`src/rtl/fsc_pkg.sv`:
```
// Package: shared state encoding for the fetch status controller.
// Assumes a 3-bit code; the ordering is visible at the state_o port.
package fsc_pkg;
    typedef enum logic [2:0] {
        ST_RUN        = 3'd0,
        ST_IDLE       = 3'd1,
        ST_SQUASH     = 3'd2,
        ST_BLOCKED    = 3'd3,
        ST_MISS_WAIT  = 3'd4,
        ST_MISS_DONE  = 3'd5,
        ST_TRAP_WAIT  = 3'd6,
        ST_QUIET_WAIT = 3'd7
    } fsc_state_t;
endpackage

```
`src/rtl/fsc_stall_track.sv`:
```
// Module: sticky per-stage stall bits of one thread.
// Each stage bit is set by its block pulse and cleared by its unblock pulse.
// Assumes a block and an unblock never arrive together for one stage.
// Drives the updated bit vector so the same-cycle decision sees it.
module fsc_stall_track #(
    parameter int NS = 4
) (
    input  logic          clk,
    input  logic          rst_n,
    input  logic [NS-1:0] block_i,
    input  logic [NS-1:0] unblock_i,
    input  logic          ctx_switch_i,
    output logic [NS-1:0] bits_q,
    output logic          stalled_o
);
    logic [NS-1:0] bits_d;

    // Next value of every stage bit: block wins, then unblock, else hold.
    always_comb begin
        for (int s = 0; s < NS; s++) begin
            bits_d[s] = block_i[s] ? 1'b1 : (unblock_i[s] ? 1'b0 : bits_q[s]);
        end
    end

    // Register the stage bits.
    always_ff @(posedge clk) begin
        if (!rst_n) bits_q <= '0;
        else        bits_q <= bits_d;
    end

    // The thread is stalled by the global flag or by any updated stage bit.
    assign stalled_o = ctx_switch_i | (|bits_d);
endmodule

```
`src/rtl/fsc_thread_fsm.sv`:
```
// Module: fetch state, redirect addresses and request tag of one thread.
// Resolves commit squash, then reorder-buffer squashing, then decode squash,
// then stall, then recovery, then the miss and select events.
// Assumes 'stalled_i' already reflects this cycle's stall pulses.
module fsc_thread_fsm
    import fsc_pkg::*;
#(
    parameter int          PC_W       = 32,
    parameter int          TAG_W      = 3,
    parameter int          INST_BYTES = 4,
    parameter logic [31:0] RESET_PC   = 32'h100
) (
    input  logic             clk,
    input  logic             rst_n,
    input  logic             en_i,
    input  logic             stalled_i,
    input  logic             cmt_sq_i,
    input  logic [PC_W-1:0]  cmt_tgt_i,
    input  logic             rob_sq_i,
    input  logic             dec_sq_i,
    input  logic [PC_W-1:0]  dec_tgt_i,
    input  logic             miss_start_i,
    input  logic             fill_v_i,
    input  logic [TAG_W-1:0] fill_tag_i,
    input  logic             sel_i,
    output fsc_state_t       st_q,
    output logic [PC_W-1:0]  pc_q,
    output logic [PC_W-1:0]  npc_q,
    output logic [TAG_W-1:0] tag_q
);
    localparam logic [PC_W-1:0] STEP  = PC_W'(INST_BYTES);
    localparam logic [PC_W-1:0] PC0   = RESET_PC[PC_W-1:0];

    fsc_state_t       st_d;
    logic [PC_W-1:0]  pc_d, npc_d;
    logic [TAG_W-1:0] tag_d;

    // Priority resolution of the next state, addresses and tag.
    always_comb begin
        st_d  = st_q;
        pc_d  = pc_q;
        npc_d = npc_q;
        tag_d = tag_q;
        if (en_i) begin
            if (cmt_sq_i) begin
                st_d  = ST_SQUASH;
                pc_d  = cmt_tgt_i;
                npc_d = cmt_tgt_i + STEP;
            end else if (rob_sq_i) begin
                st_d = ST_SQUASH;
            end else if (dec_sq_i && st_q != ST_SQUASH) begin
                st_d  = ST_SQUASH;
                pc_d  = dec_tgt_i;
                npc_d = dec_tgt_i + STEP;
            end else if (stalled_i && st_q != ST_MISS_WAIT) begin
                st_d = ST_BLOCKED;
            end else if (st_q == ST_BLOCKED || st_q == ST_SQUASH) begin
                st_d = ST_RUN;
            end else begin
                case (st_q)
                    ST_MISS_WAIT: begin
                        if (fill_v_i && fill_tag_i == tag_q)
                            st_d = stalled_i ? ST_BLOCKED : ST_MISS_DONE;
                    end
                    ST_MISS_DONE: begin
                        if (sel_i) st_d = ST_RUN;
                    end
                    ST_RUN: begin
                        if (miss_start_i) begin
                            st_d  = ST_MISS_WAIT;
                            tag_d = tag_q + 1'b1;
                        end
                    end
                    default: st_d = st_q;
                endcase
            end
        end
    end

    // State registers with synchronous reset to Running at RESET_PC.
    always_ff @(posedge clk) begin
        if (!rst_n) begin
            st_q  <= ST_RUN;
            pc_q  <= PC0;
            npc_q <= PC0 + STEP;
            tag_q <= '0;
        end else begin
            st_q  <= st_d;
            pc_q  <= pc_d;
            npc_q <= npc_d;
            tag_q <= tag_d;
        end
    end
endmodule

```
`src/rtl/fsc_top.sv`:
```
// Module: per-thread fetch status controller, top level.
// Instantiates a stall tracker and a state machine per thread and derives
// the stage-active flag. Per-thread vectors are packed thread-major.
module fsc_top
    import fsc_pkg::*;
#(
    parameter int          NT         = 2,
    parameter int          NS         = 4,
    parameter int          PC_W       = 32,
    parameter int          TAG_W      = 3,
    parameter int          INST_BYTES = 4,
    parameter logic [31:0] RESET_PC   = 32'h100
) (
    input  logic                clk,
    input  logic                rst_n,
    input  logic [NT-1:0]       thread_en_i,
    input  logic                ctx_switch_i,
    input  logic [NT*NS-1:0]    stage_block_i,
    input  logic [NT*NS-1:0]    stage_unblock_i,
    input  logic [NT-1:0]       cmt_squash_i,
    input  logic [NT*PC_W-1:0]  cmt_target_i,
    input  logic [NT-1:0]       rob_squashing_i,
    input  logic [NT-1:0]       dec_squash_i,
    input  logic [NT*PC_W-1:0]  dec_target_i,
    input  logic [NT-1:0]       miss_start_i,
    input  logic [NT-1:0]       fill_valid_i,
    input  logic [NT*TAG_W-1:0] fill_tag_i,
    input  logic [NT-1:0]       sel_i,
    output logic [NT*3-1:0]     state_o,
    output logic [NT*PC_W-1:0]  pc_o,
    output logic [NT*PC_W-1:0]  npc_o,
    output logic [NT*TAG_W-1:0] req_tag_o,
    output logic                active_o
);
    logic [NT*NS-1:0] stall_bits;
    logic [NT-1:0]    stalled;
    logic [NT-1:0]    can_go;

    for (genvar t = 0; t < NT; t++) begin : g_thr
        fsc_state_t st;

        fsc_stall_track #(.NS(NS)) u_stall (
            .clk          (clk),
            .rst_n        (rst_n),
            .block_i      (stage_block_i[t*NS +: NS]),
            .unblock_i    (stage_unblock_i[t*NS +: NS]),
            .ctx_switch_i (ctx_switch_i),
            .bits_q       (stall_bits[t*NS +: NS]),
            .stalled_o    (stalled[t])
        );

        fsc_thread_fsm #(
            .PC_W(PC_W), .TAG_W(TAG_W), .INST_BYTES(INST_BYTES), .RESET_PC(RESET_PC)
        ) u_fsm (
            .clk          (clk),
            .rst_n        (rst_n),
            .en_i         (thread_en_i[t]),
            .stalled_i    (stalled[t]),
            .cmt_sq_i     (cmt_squash_i[t]),
            .cmt_tgt_i    (cmt_target_i[t*PC_W +: PC_W]),
            .rob_sq_i     (rob_squashing_i[t]),
            .dec_sq_i     (dec_squash_i[t]),
            .dec_tgt_i    (dec_target_i[t*PC_W +: PC_W]),
            .miss_start_i (miss_start_i[t]),
            .fill_v_i     (fill_valid_i[t]),
            .fill_tag_i   (fill_tag_i[t*TAG_W +: TAG_W]),
            .sel_i        (sel_i[t]),
            .st_q         (st),
            .pc_q         (pc_o[t*PC_W +: PC_W]),
            .npc_q        (npc_o[t*PC_W +: PC_W]),
            .tag_q        (req_tag_o[t*TAG_W +: TAG_W])
        );

        assign state_o[t*3 +: 3] = st;
        // A thread can make progress when enabled and in a live state.
        assign can_go[t] = thread_en_i[t] &&
                           (st == ST_RUN || st == ST_SQUASH || st == ST_MISS_DONE);
    end

    // Stage is active while any enabled thread can make progress.
    assign active_o = |can_go;
endmodule

```
`config.mk`:
```
export PLATFORM = sky130hd
export DESIGN_NAME = fsc_top
export DESIGN_NICKNAME = d
export VERILOG_FILES = /design/src/rtl/fsc_pkg.sv /design/src/rtl/fsc_stall_track.sv /design/src/rtl/fsc_thread_fsm.sv /design/src/rtl/fsc_top.sv
export SDC_FILE = /design/constraint.sdc
export NUM_CORES = 1
export LEC_CHECK = 0
export BUFFER_PORTS_ARGS = -buffer_cell sky130_fd_sc_hd__clkbuf_2
export CAP_MARGIN = 20
export CORE_MARGIN = 10
export CORE_UTILIZATION = 49
export DETAILED_ROUTE_END_ITERATION = 8
export GPL_TIMING_DRIVEN = 0
export PLACE_DENSITY = 0.84
export SYNTH_ARGS = -nofsm -noshare
export SYNTH_HDL_FRONTEND = slang
export SYNTH_SLANG_ARGS = --single-unit
```
`constraint.sdc`:
```
create_clock -name clk -period 3.8 [get_ports clk]
set_clock_uncertainty 0.05 [all_clocks]
set_input_delay 0.57 -clock clk [delete_from_list [all_inputs] [get_ports clk]]
set_output_delay 0.57 -clock clk [all_outputs]
set_load 0.005 [all_outputs]
```
* Word level (Yosys, flattened, before mapping)
Cells that the tools add are included.
Storage, ports and cells: register bits after elaboration 148, input bits 167, output and inout bits 141
Cells by class: bitwise gates (word level) 12, add/sub/neg operators 6, reductions and logical operators 29, multiplexer cells 48, equal/unequal tests 22
Operators by type and width (count):
- $mux 32 | 12
- $add 32x3->32 const B | 4
- $mux 3 | 18
- $ne 7x4->1 const B | 4
- $pmux 3 s3 | 2
- $mux 1 | 16
- $reduce_and 8->1 | 2
- $reduce_bool 8->1 | 2
- $ne 7x3->1 const B | 2
- $eq 3x2->1 const B | 4
- $eq 3x3->1 const B | 4
- $not 1->1 | 10
- $reduce_and 5->1 | 2
- $logic_and 1x1->1 | 8
- $reduce_or 4->1 | 2
- $add 3x1->3 const B | 2
- $eq 3x3->1 | 2
- $logic_not 3->1 | 2
- $logic_or 1x1->1 | 6
- $ne 3x2->1 const B | 2
- $ne 3x3->1 const B | 2
- $reduce_and 3->1 | 2
- $ne 2x2->1 const B | 2
- $reduce_bool 2->1 | 2
- other kinds (2) | 3

* Logic depth before layout (Yosys ltp)
Gate-level depths: netlist of the first run.
depth in word-level cells 12, gate-level depth with buffers 13

* Hierarchy
Synthesis of the first run repeated with hierarchy kept, for this count alone.
Unflattened totals: cell total of the unflattened synthesis 939, area total of the unflattened synthesis 7973.9 µm²
By module, submodules not included:
- fsc_thread_fsm at g_thr[1].u_fsm | instances 1, cells an instance 458, area each 3839.9 µm²
- fsc_thread_fsm at g_thr[0].u_fsm | instances 1, cells an instance 442, area each 3759.9 µm²
- fsc_stall_track | instances 2, cells an instance 17, area each 170.2 µm²
- fsc_top | instances 1, cells an instance 5, area each 33.8 µm²

* Worst setup path before layout of the first run
No wires, ideal clock.
path type in2reg, start in cmt_squash_i[1], end reg g_thr[1].u_fsm.npc_q[24], setup slack 0.683 ns, data arrival time 2.951 ns, library setup time 0.116 ns, buffers on the path 4, stages 12, data required time 3.634 ns, cells stage by stage buf_6 -> buf_6 -> buf_6 -> clkbuf_1 -> mux2_2 -> ha_1 -> nand4b_1 -> nand2_1 -> nand4_1 -> or4_1 -> nand3_1 -> a21oi_1
Between the ends: longest elaborated chain between the ends 2, elaborated cells on any way between the ends 4
Ends and longest elaborated chain:
- from (decl) | line fsc_top.sv:20 | input logic [NT-1:0] cmt_squash_i,
- $ne 2x2->1 (no line) or $reduce_bool 2->1 (tied branches)
- $reduce_and 3->1 (no line)
- to (signal assigned) | line fsc_thread_fsm.sv:85 | npc_q <= PC0 + STEP;
- to (signal assigned) | line fsc_thread_fsm.sv:90 | npc_q <= npc_d;
- to (decl) | line fsc_thread_fsm.sv:28 | output logic [PC_W-1:0] npc_q,
Parallel ways exist; a longest one is shown, timed or not. A chain may end at the register's enable or synchronous reset.

* Worst setup path in the final report of the first run
Same ends and word-level chain as after synthesis.

==> metrics.txt, run 1 <==
register area share after synthesis=0.3827; critical path endpoint category=flop; Critical path origin=cmt_squash_i[1]; final-layout fill cell count=1301; Tmin final=3.637 ns; HP Class=in2reg; Initial Util=0.4974; final hold violation count=0; Layout Cells excl Fill=1427; clock latency on the worst-skew pair=0.42 ns; min-delay src=stage_block_i[2]; ant diodes=0; Main synth FF type=dfxtp_1; Ys Warns=0; R2R Path Start=g_thr[0].u_fsm.st_q[2]; Worst Hold Path EP=g_thr[0].u_stall.bits_q[2]; drt pass-1 iters=8; gpl congestion=1.008; Yosys cell types=62; Worst R2R Path Depth=8; FF-to-FF End=g_thr[0].u_fsm.npc_q[11]; synthesized cell area=7533 sq um; Hold Path Depth=3; vias in the first global route=8386; Yosys top cell area share=0.3827; vias per std cell=5.903; Startpoint Class=input port; initial antenna violation count=0; Die H=144.0 um; CP Cell Sequence=buf_6 > buf_6 > buf_6 > clkbuf_1 > mux2_2 > ha_1 > nand4b_1 > nand2_1 > nand4_1 > or4_1 > nand3_1 > a21oi_1; port bufs=303; Slew @ Worst Pin=0.8225 ns; RSZ-0062 raised after global routing=no; CTS root buf=clkbuf_16; layout cell share with drive strength beyond 1=0.3099; CP max stage delay=0.64 ns; H-Tree Depth=4; Rel. slew slack=0.4517; Hold WS=0.3149 ns; CP Class=in2reg; WP buf/inv=4; Multi-input gate area=4255 sq um; initial DRC count=746; die area=20730 sq um; total core area=15150 sq um; DRC=0; dpl cells=1395; register-to-register setup slack=1.05 ns; grt total ovfl=0; CP max-delay cell=clkbuf_1; largest net degree at the start of global routing=17; Synth area leader=dfxtp_1; Slew Limit Fails=0; die width=144.0 um; Max Buffers Root-to-Sink=2; CTS tree=done; CTS Buf Count=17; placed wire-length estimate=23530 um; Yosys reg bits=144; # clock sinks=144; syn_area_per_cell=8.333 sq um; Nets=1397; final WL=30000 um; first-pass GRT wire length=44860 um; MaxCap Viol Count=0; run status=finished clean; Syn Nets=1075; Peak Freq=274.9 MHz; CP top delay family=simple AND/OR/NAND/NOR gates; cts repair resizes=0; CP required=4.07 ns; Max Fanout on Critical Path=10; Crit path top cell by count=buf_6; Cell Rows=45; final setup violating endpoints=0; leading post-synthesis cells by cell area=dfxtp_1 38%, mux2i_1 7.7%, a211oi_1 5.7%; fin crit share=0.9572; I/O pin count=308; Post-Syn Instances=904; Wirelength per Cell=21.02 um; Peak supply drop=0.0002944 V; ys async rst share=0; GR Util All Layers=0.2776; CP Data Arrival Time=3.91 ns; power per cell area=425.3 nW/um^2; register area=2883 sq um; setup bufs post-CTS=0; # hold bufs at CTS=0; number of synthesized flops with an enable pin=0; number of routed nets with antenna violations=0; clk slew on worst S/H paths=0.06 ns; via count=8423; Leak Pwr=4.385 nW; Area Growth Syn to Fin=31.72%
## synthesized netlist by cell type (2+ instances only)
master	instances
nand3_1	63
mux2_2	10
a211oi_2	2
o21ai_0	32
inv_1	13
a31oi_1	6
nand2_1	97
buf_6	6
clkbuf_8	2
dfxtp_1	144
nand4b_1	12
o221ai_1	2
nor2b_1	4
and3_1	4
buf_2	12
or3_1	16
xor2_1	22
ha_1	4
nor4_1	4
buf_4	7
or4_1	4
a22oi_2	2
o31ai_1	3
nor2_1	98
a211oi_1	57
buf_1	4
nand3b_1	7
o211ai_1	12
mux2i_1	58
a221o_1	2
clkbuf_1	33
and2_1	2
nand4_1	35
nor3_1	10
a21o_1	5
o21a_1	3
o21bai_1	2
nand2b_1	5
xnor2_1	26
a21oi_1	52
## cell usage in the layout (no fill, tap or decap), drive strengths merged, types with 4 or more instances in the layout
master / Yosys / layout
nand3b: 7 / 7
o21ai: 33 / 33
dfxtp: 144 / 144
a31oi: 6 / 6
nor3: 10 / 10
xor2: 22 / 22
clkinvlp: 0 / 5
nand3: 63 / 63
or4: 5 / 5
nor4: 4 / 4
mux2: 10 / 10
clkbuf: 35 / 357
o211ai: 12 / 12
bufinv: 0 / 4
or3: 16 / 16
nand2: 97 / 97
a21o: 5 / 5
inv: 13 / 14
ha: 4 / 4
and3: 4 / 4
buf: 29 / 29
a21oi: 52 / 52
a211oi: 59 / 59
nand4: 36 / 36
nor2b: 4 / 4
mux2i: 58 / 58
xnor2: 26 / 26
nand4b: 13 / 13
nand2b: 5 / 5
nor2: 99 / 99
## power breakdown
part           internal (W)  leakage, nW  switching [W]
Sequential          0.00161         1.18      0.0000634
Clock               0.00113        0.298       0.000676
Combinational      0.000301         2.90       0.000434
Total               0.00305         4.39        0.00117
## sequential cells by signal (all words and copies together) (netlist names)
| signal | cells |
|---|---|
| g_thr.u_fsm.tag_q | 6 |
| g_thr.u_fsm.pc_q | 62 |
| g_thr.u_fsm.st_q | 6 |
| g_thr.u_stall.bits_q | 8 |
| g_thr.u_fsm.npc_q | 62 |
## routing by layer
metal / GRT usage / up-vias / part of all wire
li1: - / 3928 / -
met1: 0.3105 / 3940 / 0.37
met2: 0.4755 / 485 / 0.48
met3: 0.08003 / 70 / 0.10
met4: 0.1311 / 0 / 0.037
met5: 0 / - / 0
## worst max path at each step
stage,endpoint,cells past startpoint
2_1_floorplan,g_thr[1].u_fsm.npc_q[24],12
3_3_place_gp,g_thr[1].u_fsm.npc_q[24],12
3_5_place_dp,g_thr[1].u_fsm.npc_q[24],12
4_1_cts,g_thr[1].u_fsm.npc_q[24],12
5_1_grt,g_thr[0].u_fsm.npc_q[28],13
6_report,g_thr[1].u_fsm.npc_q[24],12
## worst register-to-register path, cell delays in order (launching register included)
cell,delay [ns]
dfxtp_1,0.33
clkbuf_1,0.32
nor2_1,0.13
a21oi_1,0.29
o21a_1,0.16
clkbuf_1,0.38
clkbuf_1,0.56
o21ai_0,0.28
a21oi_1,0.19
## final cells by class
| type | instances | area share |
|---|---|---|
| Sequential cell | 144 | 0.2905 |
| Inverter | 13 | 0.004917 |
| Buffer | 64 | 0.03493 |
| Timing Repair Buffer | 303 | 0.1528 |
| Multi-Input combinational cell | 683 | 0.4288 |
| Clock inverter | 13 | 0.01866 |
| Clock buffer | 19 | 0.04564 |
| Tap cell | 188 | 0.02370 |
## logic make-up after synthesis
logic type / share of synthesized area
buffers and inverters: 0.05248
adder cells (fa/ha/maj): 0.006644
AO/OA/AOI/OAI: 0.1694
AND/OR/NAND/NOR: 0.2410
flip-flops: 0.3827
XOR/XNOR: 0.05580
multiplexers: 0.09201
## through the flow
| stage | power, W | utilization | instance area, sq um | setup TNS [ns] | setup slack, ns |
|---|---|---|---|---|---|
| after floorplan | 0.002071 | - | 7533 | 0 | 0.6831 |
| after global placement | 0.002414 | 0.6131 | 9285 | -0.1889 | -0.1202 |
| after detailed placement | 0.002429 | 0.6131 | 9285 | -0.1982 | -0.1215 |
| after CTS | 0.004209 | 0.6552 | 9923 | 0 | 0.2968 |
| after global routing | 0.004366 | 0.6552 | 9923 | 0 | 0.01788 |
| final | 0.004221 | 0.6552 | 9923 | 0 | 0.1628 |
Note: power is estimated with default switching activity, not from simulation.
==> run 2: changes to the inputs <==
- CORE_ASPECT_RATIO: unset -> 0.8
==> run 2 against run 1 <==
  * Via count increased by 0.76%
  * First-iteration DRC count increased by 12%
  * Wire length decreased by 1.6%
  * Final cell count increased by 1.5%
  * Setup slack improved by 0.044 ns
  * Worst hold slack improved by 0.0011 ns
  * Maximum frequency increased by 1.2%
  * Sequential power about the same
  * Clock-buffer cell count decreased by 1
  * Die area increased by 0.15%
  * Sequential cell count unchanged
  * Critical path type unchanged
  * Largest cell class unchanged
==> metrics.txt, run 2 (synthesis results as in run 1) <==
run status=finished clean; CP max stage delay=0.63 ns; Int Pwr=0.003094 W; CP Cell Sequence=buf_6 > buf_6 > buf_6 > clkbuf_1 > mux2_2 > ha_1 > nand4b_1 > nand2_1 > nand4_1 > or4_1 > nand3_1 > a21oi_1; Crit path top cell by count=buf_6; dpl cells=1417; H-Tree Depth=4; grt total ovfl=0; Die H=130.9 um; clock power share=0.435; layout cell share with drive strength beyond 1=0.3094; sw frac=0.2757; setup TNS=0 ns; CP max-delay cell=clkbuf_1; # hold bufs at CTS=0; Startpoint Class=input port; RSZ-0062 raised after global routing=no; CTS tree=done; die width=158.6 um; Slew Limit Fails=0; WP buf/inv=4; Nets=1397; Rel. slew slack=0.4679; drt pass-1 iters=7; Peak Freq=278.3 MHz; cts repair resizes=0; Cell Rows=40; CP top delay family=simple AND/OR/NAND/NOR gates; final WL=29520 um; first-pass GRT wire length=43640 um; # clock sinks=144; register area=2883 sq um; Max Fanout on Critical Path=10; Max Buffers Root-to-Sink=2; vias per std cell=5.861; ant diodes=0; most frequent cells in the layout=303 x clkbuf_2, 144 x dfxtp_1, 98 x nor2_1; commonest non-fill, non-tap cell in the layout=clkbuf_2; largest net degree at the start of global routing=17; vias in the first global route=8191; DRC=0; gpl congestion=0.9533; Hold WS=0.3160 ns; Combinational Power Share=0.173; Slew @ Worst Pin=0.7982 ns; top flop regs=g_thr.u_fsm.npc_q (62), g_thr.u_fsm.pc_q (62), g_thr.u_stall.bits_q (8); CP Data Arrival Time=3.87 ns; Switching Power=0.001178 W; Initial Util=0.5001; Area Growth Syn to Fin=32.25%; initial DRC count=839; Flop pwr share=0.392; register-to-register setup slack=1.22 ns; CTS Buf Count=17; final setup violating endpoints=0; via count=8487; number of routed nets with antenna violations=0; Layout Cells excl Fill=1448; Peak supply drop=0.0002927 V; die area=20770 sq um; Wirelength per Cell=20.38 um; GR Util All Layers=0.2701; final hold violation count=0; fin crit share=0.9455; clk slew on worst S/H paths=0.07 ns; CP Class=in2reg; MaxCap Viol Count=0; final-layout fill cell count=1304; CTS root buf=clkbuf_16; placed wire-length estimate=23280 um; initial antenna violation count=0; total core area=15060 sq um; Multi-input gate area=4255 sq um; port bufs=303; CP required=4.07 ns; Tmin final=3.593 ns; setup bufs post-CTS=0; power per cell area=428.8 nW/um^2; HP Class=in2reg; Leak Pwr=4.392 nW; clock latency on the worst-skew pair=0.43 ns; I/O pin count=308; critical path endpoint category=flop
==> run 2: cell types whose count changed in the layout (fill, tap and decap cells not counted), sizes merged <==
cell / change
clkbuf: -1
bufinv: +1
clkinvlp: -1
==> run 2: tightest hold or removal path, stage by stage <==
cell,delay [ns]
clkbuf_2,0.08
a21oi_1,0.04
nor2_1,0.07
==> run 2: per-stage QoR <==
step | worst slack (ns) | power, W | util | area, sq um
global placement | -0.1020 | 0.002413 | 0.6182 | 9313
floorplan | 0.6831 | 0.002071 | - | 7533
global route | 0.07624 | 0.004423 | 0.6614 | 9963
finish | 0.2071 | 0.004272 | 0.6614 | 9963
CTS | 0.3043 | 0.004270 | 0.6614 | 9963
detailed placement | -0.1538 | 0.002427 | 0.6182 | 9313
==> run 2: layout make-up <==
cell class              count  area share
multi-input cells         683      0.4271
clock inverters            13     0.02122
inverters                  13    0.004898
flip-flops and latches    144      0.2893
well taps                 210     0.02637
plain buffers              64     0.03479
repair buffers            303      0.1522
clock buffers              18     0.04408
==> run 2: worst paths after layout <==
path | from | endpoint | depth (start not counted)
worst min register to register | g_thr[1].u_fsm.npc_q[2] | g_thr[1].u_fsm.npc_q[2] | 1
worst min-delay path | stage_block_i[1] | g_thr[0].u_stall.bits_q[1] | 3
worst max register to register | g_thr[1].u_fsm.st_q[1] | g_thr[1].u_fsm.npc_q[6] | 7
worst max-delay path | cmt_squash_i[1] | g_thr[1].u_fsm.npc_q[24] | 12
==> run 2: per-layer routing <==
metal	routed length, um	track usage
met5	0	0
met4	648	0.09788
met3	3371	0.08755
met2	13470	0.4247
met1	12030	0.3401
==> run 2: power by group through the flow <==
| stage | logic, W | registers, W | clock network [W] |
|---|---|---|---|
| final | 0.000737 | 0.00167 | 0.00186 |
| after global routing | 0.000800 | 0.00168 | 0.00194 |
| after CTS | 0.000728 | 0.00167 | 0.00187 |
| after detailed placement | 0.000724 | 0.00170 | 0 |
| after global placement | 0.000713 | 0.00170 | 0 |
| after floorplan | 0.000367 | 0.00170 | 0 |
